`src/rtl/icache_refill_ctrl.sv`:
```
module icache_refill_ctrl #(
  parameter int NUM_BANKS       = 4,
  parameter int CHUNKS_PER_BANK = 2,
  parameter int CHUNK_BYTES     = 64,
  parameter int NUM_SETS        = 8,
  parameter int ADDR_W          = 32
) (
  input  logic                 clk,
  input  logic                 rst_n,
  input  logic                 req_valid,
  input  logic [ADDR_W-1:0]    req_addr,
  output logic                 req_ready,
  output logic                 hit,
  output logic                 disp_ready,
  output logic                 refill_valid,
  output logic [ADDR_W-1:0]    refill_addr,
  input  logic [NUM_BANKS-1:0] bank_done
);
  localparam int OFF_W  = $clog2(NUM_BANKS * CHUNKS_PER_BANK * CHUNK_BYTES);
  localparam int IDX_W  = $clog2(NUM_SETS);
  localparam int TAG_W  = ADDR_W - IDX_W - OFF_W;
  localparam int LINE_W = ADDR_W - OFF_W;

  typedef enum logic [2:0] {IDLE, LOOKUP, BROADCAST, WAIT_ALL, UPDATE_TAG} state_t;

  state_t               state;
  logic [TAG_W-1:0]     tag_mem [NUM_SETS];
  logic [NUM_SETS-1:0]  line_vld;
  logic [LINE_W-1:0]    miss_line;
  logic [NUM_BANKS-1:0] done_mask;

  wire [IDX_W-1:0]     req_idx   = req_addr[OFF_W +: IDX_W];
  wire [TAG_W-1:0]     req_tag   = req_addr[ADDR_W-1 -: TAG_W];
  wire [IDX_W-1:0]     miss_idx  = miss_line[IDX_W-1:0];
  wire [TAG_W-1:0]     miss_tag  = miss_line[IDX_W +: TAG_W];
  wire [NUM_BANKS-1:0] done_next = done_mask | bank_done;
  wire                 is_idle   = (state == IDLE);
  wire                 tag_match = line_vld[req_idx] && (tag_mem[req_idx] == req_tag);
  wire                 unused_off = ^req_addr[OFF_W-1:0];

  assign req_ready    = is_idle;
  assign hit          = req_valid && is_idle && tag_match;
  assign disp_ready   = hit || (state == UPDATE_TAG);
  assign refill_valid = (state == BROADCAST);
  assign refill_addr  = {miss_line, {OFF_W{1'b0}}};

  always_ff @(posedge clk) begin
    if (!rst_n) begin
      state     <= IDLE;
      line_vld  <= '0;
      miss_line <= '0;
      done_mask <= '0;
    end else begin
      case (state)
        IDLE: if (req_valid && !tag_match) begin
          miss_line <= req_addr[ADDR_W-1:OFF_W];
          state     <= LOOKUP;
        end
        LOOKUP: begin
          line_vld[miss_idx] <= 1'b0;
          state              <= BROADCAST;
        end
        BROADCAST: begin
          done_mask <= '0;
          state     <= WAIT_ALL;
        end
        WAIT_ALL: begin
          done_mask <= done_next;
          if (&done_next) state <= UPDATE_TAG;
        end
        UPDATE_TAG: begin
          line_vld[miss_idx] <= 1'b1;
          state              <= IDLE;
        end
        default: state <= IDLE;
      endcase
    end
  end

  always_ff @(posedge clk) begin
    if (state == UPDATE_TAG) tag_mem[miss_idx] <= miss_tag;
  end
endmodule


```
`config.mk`:
```
export PLATFORM = sky130hd
export DESIGN_NAME = icache_refill_ctrl
export DESIGN_NICKNAME = d
export VERILOG_FILES = /design/src/rtl/icache_refill_ctrl.sv
export SDC_FILE = /design/constraint.sdc
export NUM_CORES = 1
export LEC_CHECK = 0
export BUFFER_PORTS_ARGS = -buffer_cell sky130_fd_sc_hd__buf_2
export CORE_AREA = 2 2 121 123
export CTS_CLUSTER_DIAMETER = 50
export DETAILED_ROUTE_END_ITERATION = 10
export DIE_AREA = 0 0 123 125
export GPL_TIMING_DRIVEN = 0
export PLACE_DENSITY = 0.78
export SYNTH_ARGS = -nofsm -noshare
export SYNTH_HDL_FRONTEND = slang
export SYNTH_SLANG_ARGS = --single-unit
```
`constraint.sdc`:
```
create_clock -name clk -period 4.7 [get_ports clk]
set_input_delay 0.94 -clock clk [delete_from_list [all_inputs] [get_ports clk]]
set_output_delay 0.94 -clock clk [all_outputs]
set_load 0.005 [all_outputs]
```
==> reports/results.txt, run 1 <==
Crit Path Class -> input port to output port
Floorplan Core Area -> 14200 um^2
DRC -> 0
Worst hold path type -> flip-flop to flip-flop
Top cells by area, synth -> edfxtp_1, dfxtp_1, mux2i_1
CP max FO -> 10
CTS Buffer Depth -> 2
Clock root cell -> clkbuf_16
Clk_lat worst skew -> 0.44 ns
GRT overflow -> 0
Post-Synthesis Cell Area -> 8140 um^2
Final HPWL DP -> 11700 um
GRT Overall Usage -> 0.249
CP startpoint kind -> input port
EDFF count, synth -> 160
Worst hold path endpoint -> done_mask[2]
Clock Skew -> 0.00730 ns
Vias -> 4745
Clock slew at reported path FFs -> 0.07 ns
HP Start -> done_mask[2]
Wire per inst -> 22.6 um
Reg-to-Reg Start -> tag_mem[5][3]
Placed cells -> 755
Starting Density -> 0.573
Final ANT Viol Nets -> 0
CP Launch Point -> req_addr[10]
Hold path depth -> 2
Slew Viols, Final -> 0
WP data required -> 3.76 ns
Final min period -> 4.48 ns
Top-count cell post-synth -> edfxtp_1
Post-cts resize count -> 1
CTS tree -> done
# hold bufs at CTS -> 0
# IOs -> 75
Mux cell area share after synthesis -> 0.164
Final Hold Fails -> 0
Warnings, synthesis -> 0
Die span in y -> 125 um
Final period utilization -> 0.952
Leakage -> 3.45 nW
Routed wire length -> 17800 um
Avg Synthesized Cell Area -> 16.2 um^2
Setup Buffers After CTS -> 0
Setup violators final -> 0
Number of global-route vias before repair -> 4843
Register bit total from synthesis -> 198
CP arrival -> 3.54 ns
Slew @ Worst Pin -> 0.943 ns
Largest net degree at the start of global routing -> 22
Clock Sinks -> 198
Synth Instances -> 501
Seq/Total Area, Yosys -> 0.684
Synth area leader -> edfxtp_1
Routability cong. -> 0.819
Drt pass-1 iters -> 5
Synth Area in XOR/XNOR -> 0.0204
Share of cells above drive strength 1 -> 0.279
First-pass GRT wire length -> 27500 um
Slew margin rel. -> 0.368
Crit. End Element -> output port
Synth Area in Compound Gates -> 0.0403
Post-synth top cells -> edfxtp_1, mux2i_1, nand2_1
Total CTS buffers -> 17
RR Endpoint -> miss_line[17]
H-tree levels -> 4
Largest family of logic cells by synthesized area -> multiplexers
RSZ-0062 raised after global routing -> false
Layout area overhead -> 16.2%
R2r worst-path depth -> 9
Area of the die -> 15400 um^2
Status -> finished, final reports clean
1st-iter DRT viols -> 436
Antenna cell count -> 0
Total Nets Final -> 629
Post-Synth Simple-Gate Area -> 0.0601
Async SR Flop Fraction -> 0
Synth unique cells -> 45
Die width -> 123 um
Port buffer count -> 55
Top-area cell type share of the netlist area -> 0.590
Peak supply drop -> 0.347 mV
Fmax -> 223 MHz
Max Cap Viol -> 0
Post-route non-filler standard cell count -> 787
Setup slack, reg-to-reg -> 2.09 ns
Initial antenna violation count -> 0
Post-Synth Adder-Cell Area -> 0
Vias per cell -> 6.03
Pwr dens -> 388 nW/um^2
Setup TNS Final -> 0 ns
Top FF cell, synth -> edfxtp_1
FP Rows -> 44
[where the power goes]
part,total (mW),internal (mW),switching [mW]
logic,0.268,0.122,0.146
registers,1.96,1.92,0.0425
clock network,1.44,0.800,0.638
[worst max-delay path, cell delays in order]
cell	delay, ns
buf_2	0.11
buf_6	0.18
buf_6	0.20
mux2_2	0.35
o22ai_1	0.20
a221oi_2	0.08
xor2_1	0.18
a2111o_1	0.37
or4_1	0.61
o21ai_0	0.18
buf_2	0.13
[per-layer routing]
metal,up-vias,part of all wire,track usage
met5,-,0,0
met2,228,0.52,0.409
li1,2091,-,-
met4,0,0.019,0.0936
met3,31,0.074,0.0497
met1,2395,0.39,0.330
[cells by family (layout without fill, tap and decap cells)]
kind of cell / count (synthesis) / count (layout)
multiplexers: 97 / 97
AND/OR/NAND/NOR: 107 / 107
XOR/XNOR: 19 / 19
AO/OA/AOI/OAI: 45 / 45
buffers and inverters: 34 / 128
flip-flops: 198 / 198
other: 1 / 9
[per-stage QoR]
stage          power [mW]  hold slack (ns)  setup slack, ns   util  area [um^2]
2_1_floorplan        2.17            0.437            0.714      -         8170
3_3_place_gp         2.25            0.449           0.0654  0.611         8670
3_5_place_dp         2.27            0.467           0.0168  0.622         8840
4_1_cts              3.68            0.482            0.125  0.664         9430
5_1_grt              3.77            0.515          0.00961  0.666         9460
6_report             3.67            0.484            0.225  0.666         9460
[cell type report]
type | instances | area [um^2]
sequential | 198 | 5570
fill | 972 | 4740
multi-input combinational | 277 | 2400
clock buffer | 18 | 439
timing repair buffer | 62 | 398
buffer | 31 | 256
tap | 184 | 230
clock inverter | 14 | 154
inverter | 3 | 11.3
[state kept, by name, summed over array words and instances (netlist names), named ones only]
signal and cells:
miss_line 23, tag_mem 160, done_mask 4, state 3
[how the worst max path moves through the flow]
stage,end,depth (start not counted)
2_1_floorplan,disp_ready,8
4_1_cts,disp_ready,10
3_3_place_gp,disp_ready,11
6_report,disp_ready,11
3_5_place_dp,disp_ready,10
5_1_grt,disp_ready,11
[cell usage in the layout (no fill, tap or decap), types with 9 or more instances in the layout]
cell type	n
mux2_2	12
buf_6	9
conb_1	9
dfxtp_1	38
mux2i_1	58
buf_2	57
clkbuf_16	17
buf_4	13
xnor2_1	15
nor2_1	16
nand2_1	52
edfxtp_1	160
mux4_2	24
o21a_1	14
(Power assumes the default switching activity.)
==> inputs of run 2 (changes only) <==
--- a/config.mk
+++ b/config.mk
@@ -12,6 +12,7 @@
 export DIE_AREA = 0 0 123 125
 export GPL_TIMING_DRIVEN = 0
 export PLACE_DENSITY = 0.78
+export REMOVE_ABC_BUFFERS = 1
 export SYNTH_ARGS = -nofsm -noshare
 export SYNTH_HDL_FRONTEND = slang
 export SYNTH_SLANG_ARGS = --single-unit
==> run 2 against run 1 <==
Cell area decreased by 2.2%. Clock power is 3% lower. Register-to-register slack worse by 0.17 ns. Sequential power hardly changed. Final cell count fell by 3.4%. Count of clock-buffer cells in the layout increased by 2. Global-route usage fell by 2.6 points. Combinational power down 13%. Largest cell class unchanged. Largest power group unchanged. Highest routed layer unchanged.
==> reports/results.txt, run 2 (same netlist as run 1, synthesis figures left out) <==
GRT Overall Usage -> 0.223
Antenna cell count -> 0
Clock root cell -> clkbuf_16
Setup slack, reg-to-reg -> 1.92 ns
Most used cells in the layout excluding fill and tap cells -> edfxtp_1, mux2i_1, buf_2
Max FFs per register -> 160
Clock Skew -> 0.0121 ns
Crit Path Class -> input port to output port
Peak supply drop -> 0.234 mV
Fill count -> 986
Vias -> 4446
Final Hold Fails -> 0
WP data required -> 3.76 ns
Final ANT Viol Nets -> 0
Pwr dens -> 389 nW/um^2
DRC -> 0
Slew Viols, Final -> 0
1st-iter DRT viols -> 276
Vias per cell -> 5.85
# IOs -> 75
Setup TNS Final -> 0 ns
Final worst slack -> 0.159 ns
First-pass GRT wire length -> 24700 um
Number of global-route vias before repair -> 4481
Setup WS pre-CTS -> -0.431 ns
Delay-heaviest family, CP -> simple AND/OR/NAND/NOR gates
Setup Buffers After CTS -> 0
Cell Int Power -> 2.82 mW
Flop pwr share -> 0.546
Placed cells -> 728
Area of the die -> 15400 um^2
Total CTS buffers -> 17
Psw -> 774 uW
Status -> finished, final reports clean
Switching Share -> 0.215
CTS tree -> done
Largest net degree at the start of global routing -> 57
Multi-input gate area -> 2380 um^2
CP arrival -> 3.60 ns
Clock power frac -> 0.389
RSZ-0062 raised after global routing -> false
Worst hold path type -> flip-flop to flip-flop
Largest registers -> tag_mem: 160 flops, miss_line: 23 flops, done_mask: 4 flops
Critical Path Max Stage Delay -> 0.60 ns
Slowest CP cell -> mux4_1
Post-route non-filler standard cell count -> 760
Initial antenna violation count -> 0
Most flops, register -> tag_mem
Final min period -> 4.54 ns
Die width -> 123 um
CP Cell Sequence -> clkbuf_8 -> mux4_1 -> mux2i_1 -> xnor2_1 -> nor4_1 -> nand4b_1 -> or4_1 -> o21ai_0 -> buf_2
Slew @ Worst Pin -> 1.05 ns
Worst Path Buf+Inv -> 2
Register Area -> 5570 um^2
Final HPWL DP -> 9980 um
FP Rows -> 44
Drt pass-1 iters -> 5
Crit. End Element -> output port
Slew margin rel. -> 0.299
CTS Buffer Depth -> 2
Floorplan Core Area -> 14200 um^2
Clock slew at reported path FFs -> 0.06 ns
Total Nets Final -> 602
Clock Sinks -> 198
Setup violators final -> 0
Combinational power share -> 0.065
Final period utilization -> 0.966
Clk_lat worst skew -> 0.43 ns
Power Total -> 3.60 mW
Wire per inst -> 21.2 um
Die span in y -> 125 um
Port buffer count -> 56
Layout area overhead -> 13.7%
Routed wire length -> 16100 um
Routability cong. -> 0.776
Fmax -> 220 MHz
Leakage -> 3.34 nW
CP max FO -> 38
H-tree levels -> 4
Share of cells above drive strength 1 -> 0.248
Commonest non-fill, non-tap cell in the layout -> edfxtp_1
Max Cap Viol -> 0
GRT overflow -> 0
CP startpoint kind -> input port
Starting Density -> 0.573
==> run 2: changes by cell type in the layout (fill, tap and decap cells not counted), moves of 3 or more <==
| cell | delta |
|---|---|
| buf_2 | -4 |
| buf_4 | -13 |
| buf_6 | -3 |
| clkbuf_1 | -4 |
| clkinv_4 | -3 |
| clkinvlp_4 | -3 |
==> run 2: path summary, 6_finish.rpt <==
check / from / end / cells after the start
hold reg to reg: done_mask[1] / done_mask[1] / 2
hold / removal: done_mask[1] / done_mask[1] / 2
setup / recovery: req_addr[10] / disp_ready / 9
setup reg to reg: tag_mem[7][5] / miss_line[18] / 7
==> run 2: cell type report <==
type | count | share of cell area
Clock buffer | 20 | 0.0483
Tap cell | 184 | 0.0249
Clock inverter | 12 | 0.0138
Multi-Input combinational cell | 277 | 0.258
Inverter | 3 | 0.00122
Sequential cell | 198 | 0.602
Timing Repair Buffer | 66 | 0.0526
==> run 2: tightest hold or removal path: stages, from the launching register on <==
cell     delay, ns
dfxtp_1       0.33
a21oi_1       0.04
nor2_1        0.07
==> run 2: repair_timing <==
| action | in CTS | in global routing |
|---|---|---|
| endpoints found under the setup margin | 2 | 2 |
| pin swaps | 0 | 0 |
| cloned | 0 | 0 |
| hold buffers | 0 | 0 |
| gates resized for setup | 5 | 4 |
==> run 2: routing by layer <==
| layer | up-vias | part of all wire | routed length (um) | GRT usage |
|---|---|---|---|---|
| met1 | 2207 | 0.42 | 6820 | 0.296 |
| met5 | - | 0 | 0 | 0 |
| met2 | 177 | 0.49 | 7940 | 0.356 |
| li1 | 2034 | - | - | - |
| met4 | 0 | 0.023 | 364 | 0.0882 |
| met3 | 28 | 0.059 | 953 | 0.0570 |
==> run 2: stage by stage <==
stage	utilization	area (um^2)	hold WS [ns]
3_3_place_gp	0.594	8440	0.452
3_5_place_dp	0.609	8650	0.466
6_report	0.651	9250	0.479
4_1_cts	0.651	9240	0.484
2_1_floorplan	-	7930	0.437
5_1_grt	0.651	9250	0.520
==> run 2: power groups by stage <==
stage	clock, mW	sequential, mW	combinational [mW]
2_1_floorplan	0	1.99	0.131
3_3_place_gp	0	2.00	0.228
3_5_place_dp	0	2.00	0.232
4_1_cts	1.42	1.96	0.234
5_1_grt	1.48	1.97	0.252
6_report	1.40	1.96	0.232
